[config.mk]
export PLATFORM = sky130hd
export DESIGN_NAME = disk_irq_regs
export DESIGN_NICKNAME = d
export VERILOG_FILES = /design/src/rtl/disk_irq_pkg.sv /design/src/rtl/disk_irq_sticky.sv /design/src/rtl/disk_irq_enable.sv /design/src/rtl/disk_irq_rdport.sv /design/src/rtl/disk_irq_regs.sv
export SDC_FILE = /design/constraint.sdc
export NUM_CORES = 1
export LEC_CHECK = 0
export ABC_AREA = 1
export BUFFER_PORTS_ARGS = -buffer_cell sky130_fd_sc_hd__buf_2
export CAP_MARGIN = 30
export CELL_PAD_IN_SITES_DETAIL_PLACEMENT = 0
export CELL_PAD_IN_SITES_GLOBAL_PLACEMENT = 1
export CORE_MARGIN = 1.5
export CORE_UTILIZATION = 30
export CTS_BUF_LIST = sky130_fd_sc_hd__clkbuf_2 sky130_fd_sc_hd__clkbuf_4 sky130_fd_sc_hd__clkbuf_8
export DETAILED_ROUTE_END_ITERATION = 8
export PLACE_DENSITY = 0.86
export SYNTH_ARGS = -nofsm -noshare
export SYNTH_HDL_FRONTEND = slang
export SYNTH_SLANG_ARGS = --single-unit
[constraint.sdc]
create_clock -name clk -period 1 [get_ports clk]
set_input_delay 0.05 -clock clk [delete_from_list [all_inputs] [get_ports clk]]
set_output_delay 0.05 -clock clk [all_outputs]
set_load 0.03 [all_outputs]
[src/rtl/disk_irq_pkg.sv]
package disk_irq_pkg;
   localparam int unsigned REG_W_DEF    = 8;
   localparam int unsigned ADDR_W_DEF   = 2;
   localparam int unsigned A_PEND_DEF   = 0;
   localparam int unsigned A_EN_DEF     = 1;
   localparam int unsigned A_CLR_DEF    = 2;
   localparam int unsigned UNF_BIT_DEF  = 7;
   localparam int unsigned OVF_BIT_DEF  = 6;
   localparam int unsigned DMA_BIT_DEF  = 4;
   localparam int unsigned CPU_BIT_DEF  = 3;
   localparam int unsigned NUM_STICKY   = 2;
   localparam int unsigned IDX_UNF      = 1;
   localparam int unsigned IDX_OVF      = 0;
endpackage

[src/rtl/disk_irq_sticky.sv]
module disk_irq_sticky #(
   parameter int unsigned NUM = 2
) (
   input  logic           clk,
   input  logic           rst_n,
   input  logic [NUM-1:0] set_i,
   input  logic [NUM-1:0] clr_i,
   output logic [NUM-1:0] flag_o
);
   generate
      if (NUM < 1) begin : g_bad_num
         $error("disk_irq_sticky: NUM must be at least 1");
      end
      for (genvar g = 0; g < NUM; g++) begin : g_flag
         always_ff @(posedge clk or negedge rst_n) begin
            if (!rst_n)        flag_o[g] <= 1'b0;
            else if (set_i[g]) flag_o[g] <= 1'b1;
            else if (clr_i[g]) flag_o[g] <= 1'b0;
         end

         // a set flag survives until a clear arrives
         assert_sticky_hold_R2: assert property (@(posedge clk) disable iff (!rst_n)
            (flag_o[g] && !clr_i[g]) |=> flag_o[g]);
         assert_set_wins_R5: assert property (@(posedge clk) disable iff (!rst_n)
            set_i[g] |=> flag_o[g]);
         assert_clear_R4: assert property (@(posedge clk) disable iff (!rst_n)
            (clr_i[g] && !set_i[g]) |=> !flag_o[g]);
      end
   endgenerate
endmodule

[src/rtl/disk_irq_enable.sv]
module disk_irq_enable #(
   parameter int unsigned W    = 8,
   parameter logic [W-1:0] MASK = '1
) (
   input  logic         clk,
   input  logic         rst_n,
   input  logic         we_i,
   input  logic [W-1:0] d_i,
   output logic [W-1:0] en_o
);
   always_ff @(posedge clk or negedge rst_n) begin
      if (!rst_n)    en_o <= '0;
      else if (we_i) en_o <= d_i & MASK;
   end

   assert_en_hold_R10: assert property (@(posedge clk) disable iff (!rst_n)
      !we_i |=> $stable(en_o));
endmodule

[src/rtl/disk_irq_rdport.sv]
module disk_irq_rdport #(
   parameter int unsigned W      = 8,
   parameter int unsigned ADDR_W = 2,
   parameter int unsigned A_PEND = 0,
   parameter int unsigned A_EN   = 1
) (
   input  logic              clk,
   input  logic              rst_n,
   input  logic              rd_i,
   input  logic [ADDR_W-1:0] addr_i,
   input  logic [W-1:0]      pend_i,
   input  logic [W-1:0]      en_i,
   output logic [W-1:0]      rdata_o
);
   logic [W-1:0] sel;

   always_comb begin
      if (addr_i == ADDR_W'(A_PEND))    sel = pend_i;
      else if (addr_i == ADDR_W'(A_EN)) sel = en_i;
      else                              sel = '0;
   end

   always_ff @(posedge clk or negedge rst_n) begin
      if (!rst_n)    rdata_o <= '0;
      else if (rd_i) rdata_o <= sel;
   end

   assert_rd_hold_R11: assert property (@(posedge clk) disable iff (!rst_n)
      !rd_i |=> $stable(rdata_o));
endmodule

[src/rtl/disk_irq_regs.sv]
module disk_irq_regs
   import disk_irq_pkg::*;
#(
   parameter int unsigned REG_W   = REG_W_DEF,
   parameter int unsigned ADDR_W  = ADDR_W_DEF,
   parameter int unsigned A_PEND  = A_PEND_DEF,
   parameter int unsigned A_EN    = A_EN_DEF,
   parameter int unsigned A_CLR   = A_CLR_DEF,
   parameter int unsigned UNF_BIT = UNF_BIT_DEF,
   parameter int unsigned OVF_BIT = OVF_BIT_DEF,
   parameter int unsigned DMA_BIT = DMA_BIT_DEF,
   parameter int unsigned CPU_BIT = CPU_BIT_DEF
) (
   input  logic              clk,
   input  logic              rst_n,
   input  logic              reg_wr,
   input  logic              reg_rd,
   input  logic [ADDR_W-1:0] reg_addr,
   input  logic [REG_W-1:0]  reg_wdata,
   output logic [REG_W-1:0]  reg_rdata,
   input  logic              fifo_ovf_evt,
   input  logic              fifo_unf_evt,
   input  logic              drive_irq,
   output logic              cpu_irq,
   output logic              dma_irq
);
   localparam logic [REG_W-1:0] ONE      = {{(REG_W-1){1'b0}}, 1'b1};
   localparam logic [REG_W-1:0] M_UNF    = ONE << UNF_BIT;
   localparam logic [REG_W-1:0] M_OVF    = ONE << OVF_BIT;
   localparam logic [REG_W-1:0] M_DMA    = ONE << DMA_BIT;
   localparam logic [REG_W-1:0] M_CPU    = ONE << CPU_BIT;
   localparam logic [REG_W-1:0] VALID    = M_UNF | M_OVF | M_DMA | M_CPU;
   localparam logic [REG_W-1:0] CPU_SRCS = M_UNF | M_OVF | M_CPU;

   generate
      if (UNF_BIT >= REG_W || OVF_BIT >= REG_W || DMA_BIT >= REG_W || CPU_BIT >= REG_W) begin : g_bad_pos
         $error("disk_irq_regs: bit position outside register width");
      end
      if ((1 << ADDR_W) <= A_PEND || (1 << ADDR_W) <= A_EN || (1 << ADDR_W) <= A_CLR) begin : g_bad_addr
         $error("disk_irq_regs: register address outside address range");
      end
      if (A_PEND == A_EN || A_PEND == A_CLR || A_EN == A_CLR) begin : g_dup_addr
         $error("disk_irq_regs: register addresses must differ");
      end
   endgenerate

   logic                  wr_en_sel;
   logic                  wr_clr_sel;
   logic [NUM_STICKY-1:0] evt_vec;
   logic [NUM_STICKY-1:0] clr_vec;
   logic [NUM_STICKY-1:0] flag_q;
   logic [REG_W-1:0]      en_q;
   logic [REG_W-1:0]      pend;

   assign wr_en_sel  = reg_wr && (reg_addr == ADDR_W'(A_EN));
   assign wr_clr_sel = reg_wr && (reg_addr == ADDR_W'(A_CLR));

   always_comb begin
      evt_vec          = '0;
      clr_vec          = '0;
      evt_vec[IDX_UNF] = fifo_unf_evt;
      evt_vec[IDX_OVF] = fifo_ovf_evt;
      clr_vec[IDX_UNF] = wr_clr_sel && reg_wdata[UNF_BIT];
      clr_vec[IDX_OVF] = wr_clr_sel && reg_wdata[OVF_BIT];
   end

   disk_irq_sticky #(.NUM(NUM_STICKY)) u_sticky (
      .clk    (clk),
      .rst_n  (rst_n),
      .set_i  (evt_vec),
      .clr_i  (clr_vec),
      .flag_o (flag_q)
   );

   disk_irq_enable #(.W(REG_W), .MASK(VALID)) u_enable (
      .clk   (clk),
      .rst_n (rst_n),
      .we_i  (wr_en_sel),
      .d_i   (reg_wdata),
      .en_o  (en_q)
   );

   always_comb begin
      pend          = '0;
      pend[UNF_BIT] = flag_q[IDX_UNF];
      pend[OVF_BIT] = flag_q[IDX_OVF];
      pend[CPU_BIT] = drive_irq;
      pend[DMA_BIT] = drive_irq;
   end

   disk_irq_rdport #(.W(REG_W), .ADDR_W(ADDR_W), .A_PEND(A_PEND), .A_EN(A_EN)) u_rdport (
      .clk     (clk),
      .rst_n   (rst_n),
      .rd_i    (reg_rd),
      .addr_i  (reg_addr),
      .pend_i  (pend),
      .en_i    (en_q),
      .rdata_o (reg_rdata)
   );

   assign cpu_irq = |(pend & en_q & CPU_SRCS);
   assign dma_irq = pend[DMA_BIT] & en_q[DMA_BIT];

   assert_cpu_masked_R9: assert property (@(posedge clk) disable iff (!rst_n)
      ((en_q & CPU_SRCS) == '0) |-> !cpu_irq);
   assert_dma_level_R8: assert property (@(posedge clk) disable iff (!rst_n)
      dma_irq |-> drive_irq);
   assert_clr_wo_R6: assert property (@(posedge clk) disable iff (!rst_n)
      (reg_rd && reg_addr == ADDR_W'(A_CLR)) |=> (reg_rdata == '0));
   assert_drv_ignores_clr_R7: assert property (@(posedge clk) disable iff (!rst_n)
      (drive_irq && en_q[CPU_BIT]) |-> cpu_irq);
endmodule

==> results.cfg, run 1 <==
[synthesis]
synthSimpleGateAreaFrac_pct = 38.92
synth_adder_area_share_pct = 0
synth_area_sq_um = 508.0
postSynthAreaPerCell_sq_um = 7.257
synth_compound_area_share_pct = 0
yosysUniqueCellTypes = 10
syn_inst = 70
muxShareOfSynthArea_pct = 0
synth-xor-area-share_pct = 0
synth-edff-count = 0
synthTopCellsByArea = dfrtp_1 (49%), nand2_1 (29%), buf_4 (5.9%), nand3_1 (4.9%), inv_1 (4.4%)
synth_ff_type = dfrtp_1
synth_top_family_by_area = simple AND/OR/NAND/NOR gates
synth-seq-cells = 10
async_flop_share_pct = 100.0
yosys.cell_count.top_type = nand2_1
yosys.area.top_type = dfrtp_1
synth.yosys.seq_area_share_pct = 49.26
synth_top_area_share_pct = 49.26
ys_warn_count = 0
synth_common_cells = nand2_1 (39), dfrtp_1 (10), inv_1 (6)

[hold_path]
whs_endpoint = u_enable.en_o[6]$_DFFE_PN0P_
holdCritStartpoint = reg_wdata[6]
hold_class = input pin to flop
whs_path_depth = 3

[worst_setup_path]
ff2ff_setup_slack_ns = 0.02
cp_top_family = flip-flops
cp.arrival_ns = 0.96
critPathMaxStageDelay_ns = 0.39
rr_startpoint = u_enable.en_o[7]$_DFFE_PN0P_
r2r_cells = 6
required_ns = 0.95
crit_chain = nand2_1, nand3_2, buf_6
worstSetupStartpoint = u_enable.en_o[7]$_DFFE_PN0P_
r2r_end = u_rdport.rdata_o[7]$_DFFE_PN0P_
worst-path-buf-inv = 1
slowest_stage = dfrtp_1
worstPathMaxFanout = 2
start_kind = flop
endpoint_kind = primary output
crit_type = flop to primary output

[clock_tree]
insertion_delay_ns = 0.27
cts_tree = built
clk_path_buf_depth = 2
clkSinkCount = 10
cts_root_buf = clkbuf_4
cts_buffers = 3
clkTransAtPathRegs_ns = 0.07
cts_max_level = 1

[power_and_ir_drop]
power.density_mw_per_mm2 = 1552
peakVddDrop_v = 0.0009510
comb_power_share_pct = 29.1
p_int_w = 0.0008220
switching_share_pct = 31.30
seqPwrFrac_pct = 40.2
p_leak_nw = 0.4693
clkPwrFrac_pct = 30.7
switchingPower_w = 0.0003745

[drt]
drtAntennaViolNets = 0
initialDrtViolationCount = 4
drt-pass1-iter-count = 4
post_drt_wl_per_cell_um = 9.967
routed_wl_um = 1196
via_per_inst = 4.283
vias = 514
drc_errors = 0

[timing]
hold_viol = 0
rsz0062_at_grt = true
setup_violations = 1
period_share_pct = 101.4
fmax_mhz = 986.0
fin_crit_ns = 1.014
skew_ns = 0.002203
worst_slack_ns = -0.01418
finalMaxSlewViolations = 0

[final_layout]
n_antenna_cell = 0
stdcell_area_sq_um = 770.7
instances_no_fill = 120
drive_gt1_share_pct = 32.69
fin_util_pct = 50.00
nets = 122
area_growth_pct = 51.72

[job]
cap_viol_max_count = 0

[floorplan]
start_util_pct = 32.95
die_w_um = 44.15
io_pins = 27
die_y_um = 44.15
core_area_sq_mm = 0.001541
die-area_sq_mm = 0.001949
fp-row-count = 14

[place]
dpl_worst_slack_ns = 0.2212
dp_cells = 103
gp_congestion = 0.7601
placed_area_sq_um = 599.3
port_buffers = 18
hpwl_um = 816.6

[global_routing]
overflow = 0
track_usage_pct = 14.61
grt_max_degree = 11
antenna_found_initial = 0
grt_first_pass_wirelength_um = 2001
first_global_vias = 472

[status]
failed_checks = negative setup slack
status = complete, but fails checks
-- worst reg2reg max path: cells and delay by family (launching register included) --
kind | cells | cell delay (ns)
buf+inv | 2 | 0.27
simple gates | 4 | 0.21
flops | 1 | 0.39
-- state kept, by name (all words and copies together) (netlist names) --
name              cells
u_enable.en_o         4
u_rdport.rdata_o      4
u_sticky.flag_o       2
-- cell families (layout without fill, tap and decap cells) --
logic type | after synthesis | count (layout)
AND/OR/NAND/NOR | 48 | 48
buffers and inverters | 11 | 42
flip-flops | 10 | 10
other | 1 | 4
-- repair_timing --
item | 4_1_cts | 5_1_grt
endpoints found under the setup margin | 1 | 2
resized for setup | 3 | 5
buffers inserted | 5 | 2
hold buffers | 6 | 0
hold endpoints to repair | 15 | 0
pin swaps | 3 | 5
-- per-layer routing --
metal	global-route usage [%]	vias up	wire [um]	share of wire, %
met3	4.898	3	60	5.0
met5	0	-	0	0
met4	5.455	0	14	1.2
li1	-	273	-	-
met1	16.07	221	507	42
met2	25.88	17	615	51
-- power groups by stage --
stage          clock network [W]  registers (W)  logic, W
6_report                0.000368       0.000481  0.000348
3_5_place_dp                   0       0.000490  0.000246
4_1_cts                 0.000375       0.000476  0.000324
3_3_place_gp                   0       0.000488  0.000242
2_1_floorplan                  0       0.000517  0.000138
5_1_grt                 0.000399       0.000484  0.000384
-- final cells by class --
class / instances / area, sq um
multi-input cells: 52 / 222.7
clock buffers: 4 / 36.28
flip-flops and latches: 10 / 250.2
well taps: 16 / 20.02
inverters: 7 / 26.28
fillers: 163 / 770.7
repair buffers: 31 / 215.2
-- cell usage in the layout (no fill, tap or decap), drive strengths merged --
master / count
inv: 7
nand3: 6
buf: 25
nor2: 1
nand4: 2
dlygate4sd3: 6
dfrtp: 10
conb: 4
nand2: 39
clkbuf: 4
-- per-stage QoR --
stage / hold WS (ns) / power (W) / TNS, ns
CTS: 0.01764 / 0.001174 / -0.01559
detailed placement: -0.07181 / 0.0007362 / 0
floorplan: -0.2456 / 0.0006553 / 0
global placement: -0.07798 / 0.0007296 / 0
global route: 0.03015 / 0.001268 / -0.1178
finish: 0.01389 / 0.001196 / -0.01418
-- worst max-delay path by stage --
stage | endpoint | slack (ns) | depth (start not counted)
after CTS | cpu_irq | -0.02 | 3
final | cpu_irq | -0.01 | 3
after global placement | cpu_irq | 0.23 | 3
after floorplan | cpu_irq | 0.27 | 2
after global routing | cpu_irq | -0.06 | 3
after detailed placement | cpu_irq | 0.22 | 3
Power figures use the tool's default switching activity.
==> inputs of run 2 (changes only) <==
--- a/config.mk
+++ b/config.mk
@@ -13,8 +13,10 @@
 export CORE_MARGIN = 1.5
 export CORE_UTILIZATION = 30
 export CTS_BUF_LIST = sky130_fd_sc_hd__clkbuf_2 sky130_fd_sc_hd__clkbuf_4 sky130_fd_sc_hd__clkbuf_8
+export CTS_CLUSTER_SIZE = 30
 export DETAILED_ROUTE_END_ITERATION = 8
 export PLACE_DENSITY = 0.86
+export RECOVER_POWER = 100
 export SYNTH_ARGS = -nofsm -noshare
 export SYNTH_HDL_FRONTEND = slang
 export SYNTH_SLANG_ARGS = --single-unit
==> run 2 against run 1 <==
- the flow still finishes with violations (negative setup slack)
- core utilization shrank 0.16 points
- combinational power is essentially flat
- sequential share of layout area grew 0.11 points
- via count is the same
- clock-buffer cell count is the same
- largest power group unchanged
==> results.cfg, run 2 (same netlist as run 1, synthesis figures left out) <==
[status]
status = complete, but fails checks
failed_checks = negative setup slack

[power_and_ir_drop]
p_total_w = 0.001195
peakVddDrop_v = 0.0009493
p_leak_nw = 0.4637
power.density_mw_per_mm2 = 1556

[worst_setup_path]
required_ns = 0.95
crit_chain = nand2_1, nand3_2, buf_6
endpoint_kind = primary output
crit_type = flop to primary output
worstPathMaxFanout = 2
cp.arrival_ns = 0.96
start_kind = flop
critPathMaxStageDelay_ns = 0.39
slowest_stage = dfrtp_1

[clock_tree]
insertion_delay_ns = 0.27
clkSinkCount = 10
cts_root_buf = clkbuf_4
clk_path_buf_depth = 2
clkTransAtPathRegs_ns = 0.07
cts_buffers = 3
cts_tree = built
cts_max_level = 1

[drt]
drtAntennaViolNets = 0
initialDrtViolationCount = 4
vias = 514
routed_wl_um = 1195
via_per_inst = 4.283
drc_errors = 0
drt-pass1-iter-count = 4
post_drt_wl_per_cell_um = 9.958

[timing]
finalMaxSlewViolations = 0
period_share_pct = 101.4
skew_ns = 0.002304
fin_crit_ns = 1.014
tns_ns = -0.01433
setup_violations = 1
hold_viol = 0
fmax_mhz = 985.9
rsz0062_at_grt = true
worst_slack_ns = -0.01433
slew_headroom_pct = 63.92
worst_pin_slew_ns = 0.5412

[final_layout]
top_regs = u_enable.en_o: 4 flops, u_rdport.rdata_o: 4 flops, u_sticky.flag_o: 2 flops
final_cell_mix = nand2_1 (37), buf_2 (14), dfrtp_1 (10)
area_growth_pct = 51.23
nets = 122
n_antenna_cell = 0
multi_input_area_sq_um = 222.7
instances_no_fill = 120
fill_cells = 165
seqCellArea_sq_um = 250.2
drive_gt1_share_pct = 30.77
final_common_cell = nand2_1

[global_routing]
first_global_vias = 472
track_usage_pct = 14.61
grt_first_pass_wirelength_um = 2001
grt_max_degree = 11
overflow = 0
antenna_found_initial = 0

[floorplan]
die-area_sq_mm = 0.001949
fp-row-count = 14
io_pins = 27
die_y_um = 44.15
start_util_pct = 32.95
die_w_um = 44.15
core_area_sq_mm = 0.001541

[place]
dp_cells = 103
gp_congestion = 0.7601
dpl_worst_slack_ns = 0.2212
port_buffers = 18
hpwl_um = 816.6

[hold_path]
hold_class = input pin to flop

[job]
cap_viol_max_count = 0
## run 2: per-layer routing
metal	vias up	global-route usage, %	part of all wire, %
met4	0	5.455	1.2
met2	17	25.88	51
li1	273	-	-
met3	3	4.898	5.0
met5	-	0	0
met1	221	16.07	42
## run 2: what timing repair did
item	CTS	global route
endpoints found under the hold margin	15	0
cloned	0	0
hold buffers	6	0
resized for setup	3	5
buffers inserted	5	2
pin swaps	3	5
endpoints found under the setup margin	1	2
## run 2: power by group
part	internal, W	switching (W)	total, W	leakage [nW]
combinational	0.000149	0.000198	0.000347	0.322
sequential	0.000450	0.0000308	0.000481	0.120
clock	0.000222	0.000146	0.000368	0.0210
## run 2: cell type report
type,instances,share of cell area [%]
flip-flops and latches,10,32.57
multi-input cells,52,28.99
inverters,7,3.420
well taps,16,2.606
clock buffers,4,4.723
repair buffers,31,27.69
## run 2: per-stage QoR
step                hold WS (ns)  util (%)  area [sq um]
CTS                      0.01764     48.30         744.5
detailed placement      -0.07181     38.88         599.3
global placement        -0.07798     38.88         599.3
floorplan                -0.2456         -         519.2
global route             0.03015     49.84         768.2
finish                   0.01378     49.84         768.2
## run 2: path summary, 6_finish.rpt
check / slack [ns] / depth (start not counted) / from / to
setup / recovery: -0.01 / 3 / u_enable.en_o[7]$_DFFE_PN0P_ / cpu_irq
hold / removal: 0.01 / 3 / reg_wdata[6] / u_enable.en_o[6]$_DFFE_PN0P_
setup reg to reg: 0.02 / 6 / u_enable.en_o[7]$_DFFE_PN0P_ / u_rdport.rdata_o[7]$_DFFE_PN0P_
hold reg to reg: 0.47 / 2 / u_rdport.rdata_o[4]$_DFFE_PN0P_ / u_rdport.rdata_o[4]$_DFFE_PN0P_
max in group asynchronous: 0.38 / 2 / rst_n / u_rdport.rdata_o[6]$_DFFE_PN0P_
min in group asynchronous: 0.26 / 2 / rst_n / u_sticky.flag_o[1]$_DFFE_PN0P_
## run 2: worst max-delay path: cells and delay by family (launching register included)
| kind | cells | cell delay, ns |
|---|---|---|
| flops | 1 | 0.39 |
| simple gates | 2 | 0.16 |
| buf+inv | 1 | 0.14 |
